`src/rtl/dsa_pkg.sv`:
```
package dsa_pkg;
  localparam int ACC_W  = 40;
  localparam int FIT_W  = 32;
  localparam int WORD_W = 16;
  localparam int N_ACC  = 2;
  typedef enum logic {CLAMP_NARROW = 1'b0, CLAMP_WIDE = 1'b1} clamp_mode_e;
endpackage

```
`src/rtl/dsa_addsat.sv`:
```
module dsa_addsat #(
  parameter int W   = 40,
  parameter int FIT = 32
) (
  input  logic [W-1:0] acc,
  input  logic [W-1:0] addend,
  input  logic         clamp_en,
  input  logic         wide_mode,
  output logic [W-1:0] result,
  output logic         sat_hit,
  output logic         ovf
);
  localparam int GUARD = W - FIT + 1;
  localparam logic [W-1:0] NAR_MAX = {{GUARD{1'b0}}, {(FIT-1){1'b1}}};
  localparam logic [W-1:0] NAR_MIN = ~NAR_MAX;
  localparam logic [W-1:0] WID_MAX = {1'b0, {(W-1){1'b1}}};
  localparam logic [W-1:0] WID_MIN = ~WID_MAX;

  logic [W:0] sum;
  logic       wide_out, nar_out, out_rng;

  always_comb begin
    sum      = {acc[W-1], acc} + {addend[W-1], addend};
    wide_out = sum[W] ^ sum[W-1];
    nar_out  = !((&sum[W:FIT-1]) || !(|sum[W:FIT-1]));
    out_rng  = wide_mode ? wide_out : nar_out;
    if (clamp_en && out_rng) begin
      if (wide_mode) result = sum[W] ? WID_MIN : WID_MAX;
      else           result = sum[W] ? NAR_MIN : NAR_MAX;
    end else begin
      result = sum[W-1:0];
    end
    sat_hit = (clamp_en && out_rng) || wide_out;
    ovf     = !((&result[W-1:FIT-1]) || !(|result[W-1:FIT-1]));
  end
endmodule

```
`src/rtl/dsa_acc_reg.sv`:
```
module dsa_acc_reg #(
  parameter int W   = 40,
  parameter int FIT = 32,
  parameter int DW  = 16
) (
  input  logic          clk,
  input  logic          rst_n,
  input  logic          add_go,
  input  logic [W-1:0]  addend,
  input  logic          clamp_en,
  input  logic          wide_mode,
  input  logic          wr_up,
  input  logic          wr_hi,
  input  logic          wr_lo,
  input  logic [DW-1:0] wr_data,
  input  logic          clr_sat,
  output logic [W-1:0]  acc_q,
  output logic          ovf_q,
  output logic          sat_q
);
  localparam int HI_LSB = DW;
  localparam int UP_LSB = 2 * DW;
  localparam int UP_W   = W - UP_LSB;

  logic [W-1:0] sum_res;
  logic         hit, ovf_n, wr_any, add_ok;

  assign wr_any = wr_up || wr_hi || wr_lo;
  assign add_ok = add_go && !wr_any;

  dsa_addsat #(.W(W), .FIT(FIT)) u_addsat (
    .acc(acc_q), .addend(addend), .clamp_en(clamp_en), .wide_mode(wide_mode),
    .result(sum_res), .sat_hit(hit), .ovf(ovf_n)
  );

  always_ff @(posedge clk or negedge rst_n) begin
    if (!rst_n) begin
      acc_q <= '0;
      ovf_q <= 1'b0;
      sat_q <= 1'b0;
    end else begin
      if (wr_any) begin
        if (wr_up) acc_q[W-1:UP_LSB]      <= wr_data[UP_W-1:0];
        if (wr_hi) acc_q[UP_LSB-1:HI_LSB] <= wr_data;
        if (wr_lo) acc_q[HI_LSB-1:0]      <= wr_data;
      end else if (add_go) begin
        acc_q <= sum_res;
        ovf_q <= ovf_n;
      end
      if (add_ok && hit) sat_q <= 1'b1;
      else if (clr_sat)  sat_q <= 1'b0;
    end
  end

  assert_sticky_R7: assert property (@(posedge clk) disable iff (!rst_n)
    sat_q && !clr_sat |=> sat_q);
  assert_clear_R7: assert property (@(posedge clk) disable iff (!rst_n)
    clr_sat && !add_go |=> !sat_q);
  assert_no_overflow_R3: assert property (@(posedge clk) disable iff (!rst_n)
    add_ok && clamp_en && !wide_mode |=> !ovf_q);
  assert_write_keeps_flags_R9: assert property (@(posedge clk) disable iff (!rst_n)
    wr_any && !clr_sat |=> $stable(ovf_q) && $stable(sat_q));
endmodule

```
`src/rtl/dual_sat_acc.sv`:
```
module dual_sat_acc
  import dsa_pkg::*;
(
  input  logic              clk,
  input  logic              rst_n,
  input  logic              add_en,
  input  logic              acc_sel,
  input  logic [ACC_W-1:0]  operand,
  input  logic              sat_en_a,
  input  logic              sat_en_b,
  input  logic              sat_super,
  input  logic              wr_sel,
  input  logic              wr_up_en,
  input  logic              wr_hi_en,
  input  logic              wr_lo_en,
  input  logic [WORD_W-1:0] wr_data,
  input  logic              clr_sat_a,
  input  logic              clr_sat_b,
  output logic [ACC_W-1:0]  acc_a,
  output logic [ACC_W-1:0]  acc_b,
  output logic              ovf_a,
  output logic              ovf_b,
  output logic              sat_a,
  output logic              sat_b,
  output logic              ovf_any,
  output logic              sat_any
);
  logic [N_ACC-1:0]            clamp_en, clr_v, ovf_v, sat_v;
  logic [N_ACC-1:0][ACC_W-1:0] acc_v;
  clamp_mode_e                 mode;

  assign mode     = clamp_mode_e'(sat_super);
  assign clamp_en = {sat_en_b, sat_en_a};
  assign clr_v    = {clr_sat_b, clr_sat_a};

  for (genvar i = 0; i < N_ACC; i++) begin : g_acc
    logic hit_sel, wr_this;
    assign hit_sel = add_en && (acc_sel == i[0]);
    assign wr_this = (wr_sel == i[0]);
    dsa_acc_reg #(.W(ACC_W), .FIT(FIT_W), .DW(WORD_W)) u_acc (
      .clk(clk), .rst_n(rst_n), .add_go(hit_sel), .addend(operand),
      .clamp_en(clamp_en[i]), .wide_mode(mode == CLAMP_WIDE),
      .wr_up(wr_up_en && wr_this), .wr_hi(wr_hi_en && wr_this),
      .wr_lo(wr_lo_en && wr_this), .wr_data(wr_data), .clr_sat(clr_v[i]),
      .acc_q(acc_v[i]), .ovf_q(ovf_v[i]), .sat_q(sat_v[i])
    );
  end

  assign acc_a   = acc_v[0];
  assign acc_b   = acc_v[1];
  assign ovf_a   = ovf_v[0];
  assign ovf_b   = ovf_v[1];
  assign sat_a   = sat_v[0];
  assign sat_b   = sat_v[1];
  assign ovf_any = |ovf_v;
  assign sat_any = |sat_v;
endmodule

```
`config.mk`:
```
export PLATFORM = sky130hd
export DESIGN_NAME = dual_sat_acc
export DESIGN_NICKNAME = d
export VERILOG_FILES = /design/src/rtl/dsa_pkg.sv /design/src/rtl/dsa_addsat.sv /design/src/rtl/dsa_acc_reg.sv /design/src/rtl/dual_sat_acc.sv
export SDC_FILE = /design/constraint.sdc
export NUM_CORES = 1
export LEC_CHECK = 0
export CAP_MARGIN = 20
export CORE_UTILIZATION = 50
export CTS_CLUSTER_SIZE = 24
export DETAILED_ROUTE_END_ITERATION = 8
export PLACE_DENSITY = 0.75
export SYNTH_ARGS = -nofsm -noshare
export SYNTH_HDL_FRONTEND = slang
export SYNTH_HIERARCHICAL = 1
export SYNTH_SLANG_ARGS = --single-unit
```
`constraint.sdc`:
```
create_clock -name clk -period 13.14 [get_ports clk]
set_input_delay 1.314 -clock clk [delete_from_list [all_inputs] [get_ports clk]]
set_output_delay 1.314 -clock clk [all_outputs]
set_load 0.005 [all_outputs]
```
==> metrics.md <==
| Metric | Value |
|---|---|
| Result of the run | finished clean |
| Register area share after synthesis | between 20% and 30% |
| Deepest clock path buffer count | 2 |
| Largest net degree at the start of global routing | between 60 and 70 |
| Cell-internal power | 1.01 mW |
| Slew at the pin with the worst max-slew slack | roughly 1.0 ns |
| Drt total wl | roughly 35 mm |
| Count of unresolved DRC violations after routing | 0 |
| P per Cell Area | about 150 nW/um^2 |
| Category of the most critical setup path | in2reg |
| Std-Cell Rows | 51 |
| Synthesis warning total | 6 |
| Part of the power in registers | between 20% and 30% |
| Slew Limit Fails | 0 |
| Antenna diode instance count | 0 |
| Design Power | ~1.8 mW |
| Residual antenna-violating net count after detailed routing | 0 |
| Normalized max-slew margin | between 30% and 40% |
| Min-delay worst type | reg2reg |
| Clock power frac | about 14% |
| CTS buffer count | 9 |
| First-pass GRT wire length | 52.9 mm |
| Vias in the first global route | 9401 |
| Pre-Repair DR Iteration Count | 6 |
| Final clock period utilization by the worst path | between 40% and 50% |
| Layout fillers | between 1.5k and 2k |
| Combined global-route utilization of all metal layers | about a third |
| Syn_nets | approximately 1.4k |
| Detailed-route vias per instance | ~6.3 |
| Setup TNS after final layout | 0 ns |
| Gp weighted congestion | roughly 0.97 |
| Number of antenna violations at the first check in global routing | 1 |
| Clock slew seen by the registers of the worst setup and hold paths | about 0.060 ns |
| TritonCTS clock tree | built |
| Startpoint type of the worst setup path | input port |
| Minimum clock period after layout | roughly 6.4 ns |
| Congestion Overflow GR | 0 |
| DRT iter0 DRCs | approximately 870 |
| Synthesized area per cell | between 8 and 9 um^2 |
| Starting Density | 51.5% |
| Part of the total power dissipated in combinational logic | 65.2% |
| Post-Synthesis Cell Area | 10200 um^2 |
| Endpoint type of the worst setup path | flip-flop |
| Post-DP HPWL | about 28 mm |
| Maximum clock rate | roughly 0.16 GHz |
| CTS root buf | sky130_fd_sc_hd__clkbuf_16 |
| Sinks on Clock Net | 84 |
| Count of flip-flops with a built-in enable after synthesis | 0 |
| Cell type with the largest total area after synthesis | sky130_fd_sc_hd__dfrtp_1 |
| Count of port buffers added during placement | about 150 |
| Height of the die | between 100 and 150 um |
| CTS-repair resized insts | 0 |
| Area Growth Syn to Fin | 17.2% |
| VDD IR-drop max | roughly 0.000075 V |
| CTS Hold Bufs | 0 |
| Post-CTS Repair Setup Buffers | 0 |
| Average routed wire per standard cell | around 22 um |
| Synthesized instance count | about 1.2k |
| Final Hold Violating Endpoints | 0 |
| Final layout net count | 1493 |
| Final setup violating endpoints | 0 |
| Via Count | approximately 10k |
| Switching share of total power | a little under half |
| Dominant synthesized flop cell | sky130_fd_sc_hd__dfrtp_1 |
| Number of ports placed on the die boundary | between 150 and 200 |
| Clk_skew | around 0.010 ns |
| Placed cells | roughly 1.6k |
| Total core area | between 15000 and 20000 um^2 |
| CTS H-tree lvls | 3 |
| X dimension of the die | 145 um |
| Clock insertion delay at the later pin of the skew report | approximately 0.35 ns |
| Maximum fanout encountered on the critical timing path | 32 |
| Arrival time worst endpoint | ~6.6 ns |
| Top cells by area, synth | sky130_fd_sc_hd__dfrtp_1, sky130_fd_sc_hd__ha_1, sky130_fd_sc_hd__a21oi_1, sky130_fd_sc_hd__o21bai_1, sky130_fd_sc_hd__nand2_1 |
| Fraction of layout instances using a drive strength above 1 | 5.06% |
| Async SR Flop Fraction | between 90% and 100% |
| FF+latch count, synth | 84 |
| Proportion of netlist area held by the largest area contributor | roughly a fifth |
| Unrepaired setup endpoints after global routing | false |
| Die Area | approximately 21000 um^2 |
| Number of cells in the finished layout apart from fillers | between 1.5k and 2k |
| Max-cap violations | 0 |
| Static leakage | 5.18 nW |
| Required time at the endpoint of the critical path | roughly 13 ns |
| Number of distinct standard cells referenced by the synthesized netlist | 84 |
| Reported net switching power | 0.826 mW |
==> synthesized netlist by cell type (5+ instances only) <==
master                        n
sky130_fd_sc_hd__and4_1       5
sky130_fd_sc_hd__nand2_1    126
sky130_fd_sc_hd__o21ai_1     12
sky130_fd_sc_hd__nand2b_1    11
sky130_fd_sc_hd__o211ai_1    12
sky130_fd_sc_hd__dfrtp_1     84
sky130_fd_sc_hd__mux2i_1     40
sky130_fd_sc_hd__o21bai_1    64
sky130_fd_sc_hd__a2bb2oi_2   17
sky130_fd_sc_hd__a21o_1      57
sky130_fd_sc_hd__o21ai_0     44
sky130_fd_sc_hd__or3_1        6
sky130_fd_sc_hd__xnor2_1     43
sky130_fd_sc_hd__and3_1       8
sky130_fd_sc_hd__nand3_1     20
sky130_fd_sc_hd__and2_1      17
sky130_fd_sc_hd__nand4_1     21
sky130_fd_sc_hd__xor2_1      30
sky130_fd_sc_hd__nor2_1      52
sky130_fd_sc_hd__a31oi_1      5
sky130_fd_sc_hd__or3b_1       7
sky130_fd_sc_hd__nor2b_1     40
sky130_fd_sc_hd__a211oi_1     9
sky130_fd_sc_hd__buf_2       27
sky130_fd_sc_hd__o21a_1      10
sky130_fd_sc_hd__clkbuf_1    28
sky130_fd_sc_hd__a2bb2oi_1   34
sky130_fd_sc_hd__nor3_1      19
sky130_fd_sc_hd__o31ai_1      6
sky130_fd_sc_hd__ha_1        84
sky130_fd_sc_hd__buf_6       15
sky130_fd_sc_hd__inv_1       37
sky130_fd_sc_hd__a21oi_1    162
==> power groups by stage <==
stage	Combinational, mW	Clock, mW	Sequential [mW]
2_1_floorplan	0.836	0	0.367
3_3_place_gp	1.15	0	0.385
3_5_place_dp	1.16	0	0.386
4_1_cts	1.17	0.255	0.382
5_1_grt	1.30	0.265	0.389
6_report	1.19	0.254	0.384
==> routing by layer <==
metal	vias up	part of all wire (%)	GRT usage [%]
met5	-	0.042	0
met1	4826	42	43.4
met2	470	43	52.4
li1	4793	-	-
met3	83	8.5	8.15
met4	2	5.8	19.5
==> path summary, 6_finish.rpt <==
kind | start | endpoint | slack, ns | cells past startpoint
worst max-delay path | operand[1] | g_acc[1].u_acc/acc_q[0] | 6.76 | 21
worst min-delay path | g_acc[0].u_acc/sat_q | g_acc[0].u_acc/sat_q | 0.54 | 2
worst max register to register | g_acc[1].u_acc/acc_q[0] | g_acc[1].u_acc/acc_q[0] | 7.74 | 21
worst min register to register | g_acc[0].u_acc/sat_q | g_acc[0].u_acc/sat_q | 0.54 | 2
max in group asynchronous | rst_n | g_acc[1].u_acc/acc_q[35] | 11.12 | 2
min in group asynchronous | rst_n | g_acc[1].u_acc/acc_q[11] | 0.82 | 1
==> critical path, stage by stage <==
cell and delay (ns):
sky130_fd_sc_hd__clkdlybuf4s50_1 0.59, sky130_fd_sc_hd__inv_1 0.10, sky130_fd_sc_hd__fa_1 0.46, sky130_fd_sc_hd__nand2b_1 0.20, sky130_fd_sc_hd__a21oi_1 0.21, sky130_fd_sc_hd__a31oi_1 0.16
sky130_fd_sc_hd__o211ai_1 0.40, sky130_fd_sc_hd__a31oi_2 0.29, sky130_fd_sc_hd__a2bb2oi_2 0.25, sky130_fd_sc_hd__a22o_1 0.20, sky130_fd_sc_hd__buf_4 0.25, sky130_fd_sc_hd__ha_1 0.35
sky130_fd_sc_hd__nand3_1 0.13, sky130_fd_sc_hd__and2_1 0.13, sky130_fd_sc_hd__nand4_1 0.09, sky130_fd_sc_hd__nor4_1 0.17, sky130_fd_sc_hd__a211o_2 0.45, sky130_fd_sc_hd__buf_12 0.29
sky130_fd_sc_hd__mux2_1 0.34, sky130_fd_sc_hd__o21bai_1 0.13, sky130_fd_sc_hd__a2bb2oi_1 0.09
==> cell usage in the layout, fill, tap and decap left out, types with 6 or more instances in the layout <==
cell type / instances
sky130_fd_sc_hd__o211ai_1: 12
sky130_fd_sc_hd__xnor2_1: 43
sky130_fd_sc_hd__nand3_1: 20
sky130_fd_sc_hd__dfrtp_1: 84
sky130_fd_sc_hd__clkbuf_16: 9
sky130_fd_sc_hd__o21a_1: 10
sky130_fd_sc_hd__nor2b_1: 39
sky130_fd_sc_hd__or3b_1: 7
sky130_fd_sc_hd__mux2i_1: 40
sky130_fd_sc_hd__ha_1: 84
sky130_fd_sc_hd__o21bai_1: 64
sky130_fd_sc_hd__nand2b_1: 11
sky130_fd_sc_hd__o21ai_1: 12
sky130_fd_sc_hd__a2bb2oi_2: 17
sky130_fd_sc_hd__a211oi_1: 9
sky130_fd_sc_hd__nor2_1: 52
sky130_fd_sc_hd__nand2_1: 126
sky130_fd_sc_hd__a21oi_1: 162
sky130_fd_sc_hd__a21o_1: 57
sky130_fd_sc_hd__o31ai_1: 6
sky130_fd_sc_hd__a2bb2oi_1: 34
sky130_fd_sc_hd__o21ai_0: 44
sky130_fd_sc_hd__nand4_1: 21
sky130_fd_sc_hd__xor2_1: 30
sky130_fd_sc_hd__or3_1: 6
sky130_fd_sc_hd__and2_1: 17
sky130_fd_sc_hd__clkdlybuf4s50_1: 153
sky130_fd_sc_hd__and3_1: 8
sky130_fd_sc_hd__inv_1: 37
sky130_fd_sc_hd__nor3_1: 19
==> cells by family after synthesis <==
family | after synthesis | share of synthesized area, %
AOI/OAI and AO/OA | 485 | 33.5
and+or+nand+nor | 358 | 18.2
buffers and inverters | 112 | 6.01
adders and majority gates | 86 | 10.7
DFF | 84 | 20.7
xor gates and xnor gates | 74 | 6.45
muxes | 44 | 4.39
==> through the flow <==
step                      setup slack (ns)  util, %  instance area [um^2]  hold WS [ns]
final                                 6.76     60.4                 11900         0.542
after global routing                  6.38     60.4                 11900         0.561
after CTS                             6.55     60.3                 11900         0.541
after detailed placement              6.19     58.8                 11600         0.535
after global placement                6.34     58.8                 11600         0.521
after floorplan                       7.90        -                 10200         0.519
==> cell type report <==
class / count / area [um^2] / area share (%)
Sequential cell: 84 / 2100 / 17.7
Inverter: 37 / 139 / 1.17
Multi-Input combinational cell: 1047 / 7460 / 62.7
Clock inverter: 1 / 5.00 / 0.0421
Timing Repair Buffer: 159 / 1590 / 13.4
Tap cell: 265 / 332 / 2.79
Clock buffer: 15 / 278 / 2.33
==> state kept, by name (all words and copies together) (netlist names) <==
signal and count:
g_acc.u_acc/acc_q 80, g_acc.u_acc/sat_q 2, g_acc.u_acc/ovf_q 2
Note: power is estimated with default switching activity, not from simulation.
